--- config.mk ---
export PLATFORM = sky130hd
export DESIGN_NAME = wdt_guard
export DESIGN_NICKNAME = d
export VERILOG_FILES = /design/src/rtl/wdt_guard_pkg.sv /design/src/rtl/wdt_tsel_latch.sv /design/src/rtl/wdt_counter.sv /design/src/rtl/wdt_rst_stretch.sv /design/src/rtl/wdt_guard.sv
export SDC_FILE = /design/constraint.sdc
export NUM_CORES = 1
export LEC_CHECK = 0
export BUFFER_PORTS_ARGS = -buffer_cell sky130_fd_sc_hd__buf_4
export CORE_UTILIZATION = 40
export DETAILED_ROUTE_END_ITERATION = 8
export PLACE_DENSITY_LB_ADDON = 0.05
export SLEW_MARGIN = 20
export SYNTH_ARGS = -nofsm -noshare
export SYNTH_HDL_FRONTEND = slang
export SYNTH_HIERARCHICAL = 1
export SYNTH_SLANG_ARGS = --single-unit
--- constraint.sdc ---
create_clock -name clk_rc -period 3.8 [get_ports clk_rc]
set_input_delay 0.57 -clock clk_rc [delete_from_list [all_inputs] [get_ports clk_rc]]
set_output_delay 0.57 -clock clk_rc [all_outputs]
set_load 0.01 [all_outputs]
--- src/rtl/wdt_guard_pkg.sv ---
package wdt_guard_pkg;
  typedef enum logic [1:0] {
    PM_FAST = 2'b00,
    PM_SLOW = 2'b01,
    PM_IDLE = 2'b10,
    PM_STOP = 2'b11
  } pwr_mode_e;

  // Timeout multiplier for each select code (1:2:8:16)
  function automatic int unsigned tsel_mult(input int unsigned code);
    case (code)
      0:       return 1;
      1:       return 2;
      2:       return 8;
      default: return 16;
    endcase
  endfunction
endpackage

--- src/rtl/wdt_tsel_latch.sv ---
module wdt_tsel_latch #(
  parameter int unsigned BASE_CYC = 2048,
  parameter int unsigned CW       = 15
) (
  input  logic          clk,
  input  logic          rst_n,
  input  logic          kick,
  input  logic [1:0]    tsel_in,
  output logic [CW-1:0] limit_m1
);
  import wdt_guard_pkg::*;

  logic [1:0]    tsel_q;
  logic [CW-1:0] lim_tab [4];

  for (genvar i = 0; i < 4; i++) begin : g_lim
    localparam int unsigned LIM = BASE_CYC * tsel_mult(i);
    assign lim_tab[i] = CW'(LIM - 1);
  end

  always_ff @(posedge clk or negedge rst_n) begin
    if (!rst_n)    tsel_q <= 2'b00;
    else if (kick) tsel_q <= tsel_in;
  end

  assign limit_m1 = lim_tab[tsel_q];


  tsel_hold_chk: assert property (@(posedge clk) disable iff (!rst_n)
    !kick |=> $stable(tsel_q));
endmodule

--- src/rtl/wdt_counter.sv ---
module wdt_counter #(
  parameter int unsigned CW = 15
) (
  input  logic          clk,
  input  logic          rst_n,
  input  logic          active,
  input  logic          hold,
  input  logic          kick,
  input  logic [CW-1:0] limit_m1,
  output logic          expire
);
  logic [CW-1:0] cnt;

  assign expire = active && !hold && !kick && (cnt == limit_m1);

  always_ff @(posedge clk or negedge rst_n) begin
    if (!rst_n)                        cnt <= '0;
    else if (!active || hold || kick)  cnt <= '0;
    else if (expire)                   cnt <= '0;
    else                               cnt <= cnt + 1'b1;
  end


  cnt_in_range_chk: assert property (@(posedge clk) disable iff (!rst_n)
    cnt <= limit_m1);

  kick_clears_chk: assert property (@(posedge clk) disable iff (!rst_n)
    kick |=> cnt == '0);

  idle_holds_chk: assert property (@(posedge clk) disable iff (!rst_n)
    !active |=> cnt == '0);
endmodule

--- src/rtl/wdt_rst_stretch.sv ---
module wdt_rst_stretch #(
  parameter int unsigned RST_CYC = 16
) (
  input  logic clk,
  input  logic rst_n,
  input  logic expire,
  input  logic cause_clr,
  output logic wd_rst,
  output logic wd_cause
);
  localparam int unsigned PW = $clog2(RST_CYC + 1);

  logic [PW-1:0] pcnt;

  always_ff @(posedge clk or negedge rst_n) begin
    if (!rst_n)             pcnt <= '0;
    else if (expire)        pcnt <= PW'(RST_CYC);
    else if (pcnt != '0)    pcnt <= pcnt - 1'b1;
  end

  always_ff @(posedge clk or negedge rst_n) begin
    if (!rst_n)          wd_cause <= 1'b0;
    else if (expire)     wd_cause <= 1'b1;
    else if (cause_clr)  wd_cause <= 1'b0;
  end

  assign wd_rst = (pcnt != '0);


  expire_sets_chk: assert property (@(posedge clk) disable iff (!rst_n)
    expire |=> wd_rst && wd_cause);

  clear_works_chk: assert property (@(posedge clk) disable iff (!rst_n)
    cause_clr && !expire |=> !wd_cause);

  rise_has_cause_chk: assert property (@(posedge clk) disable iff (!rst_n)
    $rose(wd_rst) |-> $past(expire));
endmodule

--- src/rtl/wdt_guard.sv ---
module wdt_guard #(
  parameter int unsigned BASE_CYC = 2048,
  parameter int unsigned RST_CYC  = 16
) (
  input  logic       clk_rc,
  input  logic       rst_n,
  input  logic       wd_en,
  input  logic       kick,
  input  logic [1:0] tsel,
  input  logic       lp_susp_en,
  input  logic [1:0] pwr_mode,
  input  logic       cause_clr,
  output logic       wd_rst,
  output logic       wd_cause
);
  import wdt_guard_pkg::*;

  localparam int unsigned CW = $clog2(BASE_CYC * 16);

  logic          low_pwr, active, expire;
  logic [CW-1:0] limit_m1;

  assign low_pwr = (pwr_mode == PM_IDLE) || (pwr_mode == PM_STOP);
  assign active  = wd_en && !(lp_susp_en && low_pwr);

  wdt_tsel_latch #(.BASE_CYC(BASE_CYC), .CW(CW)) u_sel (
    .clk(clk_rc), .rst_n(rst_n), .kick(kick), .tsel_in(tsel),
    .limit_m1(limit_m1)
  );

  wdt_counter #(.CW(CW)) u_cnt (
    .clk(clk_rc), .rst_n(rst_n), .active(active), .hold(wd_rst),
    .kick(kick), .limit_m1(limit_m1), .expire(expire)
  );

  wdt_rst_stretch #(.RST_CYC(RST_CYC)) u_rst (
    .clk(clk_rc), .rst_n(rst_n), .expire(expire), .cause_clr(cause_clr),
    .wd_rst(wd_rst), .wd_cause(wd_cause)
  );


  suspend_no_expire_chk: assert property (@(posedge clk_rc) disable iff (!rst_n)
    (lp_susp_en && low_pwr) |-> !expire);

  disabled_no_expire_chk: assert property (@(posedge clk_rc) disable iff (!rst_n)
    !wd_en |-> !expire);
endmodule

==> results by group <==
Detailed routing
  – Vias post-DR: 889
  – Routed len/inst: approximately 12 µm
  – Starting DRT DRC Count: 42
  – Total Wirelength: about 2200 µm
  – DRC violations left: 0
  – Final antenna-violating net count: 0
  – First drt pass iteration count: 4
  – Vias/cell: 4.65

Min path
  – Min-delay worst type: in -> async

Power
  – Tot Pwr: 0.544 mW
  – Peak VDD IR: 140 µV
  – P per Cell Area: 381 nW/µm²
  – Leakage: around 0.64 nW

Final layout
  – Most frequent cells in the layout: dfrtp_1 (23), nor2_1 (21), xor2_1 (16)
  – Share of cells above drive strength 1: 13.6%
  – FILL cells: 309
  – Multi-input logic area: about 670 µm²
  – FF/Latch Area: 576 µm²
  – Final Net Count: 160
  – Antenna Cells: 0
  – Layout area overhead: 5.35%
  – Most common cell after layout, fill and taps aside: dfrtp_1

Die
  – Die Area: 3630 µm²
  – Core area: between 3000 and 4000 µm²
  – Chip width: 60.2 µm
  – Row count: 20
  – IO Pins: 12
  – Initial Utilization: between 40% and 50%
  – Chip height: 60.2 µm

Synth
  – EDFF count, synth: 0
  – Synthesis-stage register bit count: 23
  – Register area share after synthesis: 42.4%
  – Synth top area share: 42.4%
  – Post-synthesis cell count: 139
  – Primary FF master, synth: dfrtp_1
  – Synth area leaders: dfrtp_1 (42%), xor2_1 (10%), xnor2_1 (8.4%), buf_4 (7.7%), nor2_1 (5.8%)
  – Unique cell type count in the Yosys netlist: 31
  – Yosys warns: 6
  – Cell Area, Synth: approximately 1400 µm²
  – Post-synthesis average cell area: 9.76 µm²
  – Synth async-reset ratio: 100%
  – Dominant cell type by area after synthesis: dfrtp_1

Place
  – Port buffer count: 10
  – HPWL after detailed placement: 1640 µm
  – Routability congestion estimate: 0.681

Global routing
  – Initial antenna violation count: 0
  – Gr ovfl total: 0
  – First-pass GRT wire length: about 3700 µm
  – Number of global-route vias before repair: 851
  – Tot GR Track Use: 14.1%
  – Largest net degree at the start of global routing: 24

CTS
  – Setup Buffers After CTS: 0
  – Num CTS Buffers: 3
  – H-tree Lvls: 1
  – Bufs on Longest Clock Path: 2
  – Root Driver: clkbuf_4
  – Post-CTS sizing: 0
  – Post-CTS Hold Fix Bufs: 0
  – Clock Latency Late Sink: a little over 0.3 ns
  – CTS clock-pin slew for the worst setup and hold paths: around 0.14 ns
  – CTS tree: yes
  – Clk sink count: 23

Critical path
  – R2r worst-path depth: 7
  – Critical path origin: u_rst/pcnt[0]$_DFFE_PN0P_
  – Critical path endpoint category: output port
  – FF-to-FF End: u_rst/pcnt[2]$_DFFE_PN0P_
  – FF-to-FF Start: u_rst/pcnt[0]$_DFFE_PN0P_
  – Crit path launch type: flop
  – Reg-to-reg slack, setup: 1.75 ns
  – Data required, critical path: 3.23 ns
  – CP max FO: 6
  – Setup Crit Path Kind: reg -> out
  – Arrival @ worst endpoint: 1.73 ns

Timing
  – Fmax: ~0.43 GHz
  – Final period util: between 60% and 70%
  – RSZ-0062 raised after global routing: false
  – TNS Setup: 0 ns
  – Slew Viols, Final: 0
  – Fin. Hold Viols: 0
  – Final min period: 2.30 ns
  – Max Clock Skew: 0.0107 ns
  – Final setup fails: 0

Job
  – Max-cap violation count: 0

Run status
  – Status: complete, no violations
==> registers in the layout, summed over array words and instances (netlist names) <==
| name | flops |
|---|---|
| u_cnt/cnt | 15 |
| u_rst/pcnt | 5 |
| u_sel/tsel_q | 2 |
| u_rst/wd_cause | 1 |
==> power breakdown <==
| part | switching, mW | leakage (nW) | internal, mW |
|---|---|---|---|
| Sequential | 0.0221 | 0.309 | 0.270 |
| Combinational | 0.0642 | 0.313 | 0.0721 |
| Clock | 0.0743 | 0.0150 | 0.0409 |
==> how the worst max path moves through the flow <==
| stage | end | depth (start not counted) |
|---|---|---|
| after CTS | wd_rst | 4 |
| after detailed placement | u_rst/pcnt[2]$_DFFE_PN0P_ | 7 |
| final | wd_rst | 4 |
| after global routing | wd_rst | 4 |
| after global placement | u_rst/pcnt[0]$_DFFE_PN0P_ | 7 |
| after floorplan | u_cnt/cnt[10]$_DFF_PN0_ | 9 |
==> cells by family (layout without fill, tap and decap cells) <==
group,Yosys count,count (layout),synth area share (%)
fa+ha+maj,2,2,1.84
mux,2,2,1.66
other cells,1,11,0.276
simple gates,51,51,19.3
buf+inv,23,21,10.9
xor+xnor,29,29,18.7
compound gates,8,8,4.89
flops,23,23,42.4
==> cell type report <==
type,instances,area share (%)
multi-input cells,103,46.9
clock buffers,4,1.84
repair buffers,10,5.25
flip-flops and latches,23,40.3
well taps,44,3.85
inverters,7,1.84
==> through the flow <==
| step | setup WS (ns) | hold WS [ns] | cell area [µm²] | cells | utilization, % |
|---|---|---|---|---|---|
| 6_report | 1.50 | 0.126 | 1430 | 191 | 45.7 |
| 5_1_grt | 1.40 | 0.128 | 1430 | 191 | 45.7 |
| 4_1_cts | 1.48 | 0.127 | 1430 | 191 | 45.7 |
| 3_5_place_dp | 1.75 | 0.478 | 1400 | 187 | 44.8 |
| 3_3_place_gp | 1.80 | 0.465 | 1400 | 187 | 44.8 |
| 2_1_floorplan | 1.84 | 0.274 | 1390 | 149 | - |
==> metal layers <==
metal | up-vias | GRT usage [%] | share of wire, % | wire length [µm]
li1 | 451 | - | - | -
met1 | 427 | 16.6 | 47 | 1040
met2 | 9 | 25.1 | 50 | 1110
met3 | 2 | 1.95 | 2.9 | 64
met4 | 0 | 5.98 | 0.76 | 17
met5 | - | 0 | 0 | 0
==> cells in the mapped netlist, types with 5 or more instances <==
library cell   n
dfrtp_1       23
nor2_1        21
xor2_1        16
buf_4         14
xnor2_1       13
inv_1          7
nand3_1        6
nand2_1        5
nand4_1        5
==> critical path, stage by stage (launching register included) <==
cell and delay, ns:
dfrtp_1 0.43, inv_1 0.06, ha_1 0.22, or4b_4 0.54
buf_4 0.17
Power figures use the tool's default switching activity.
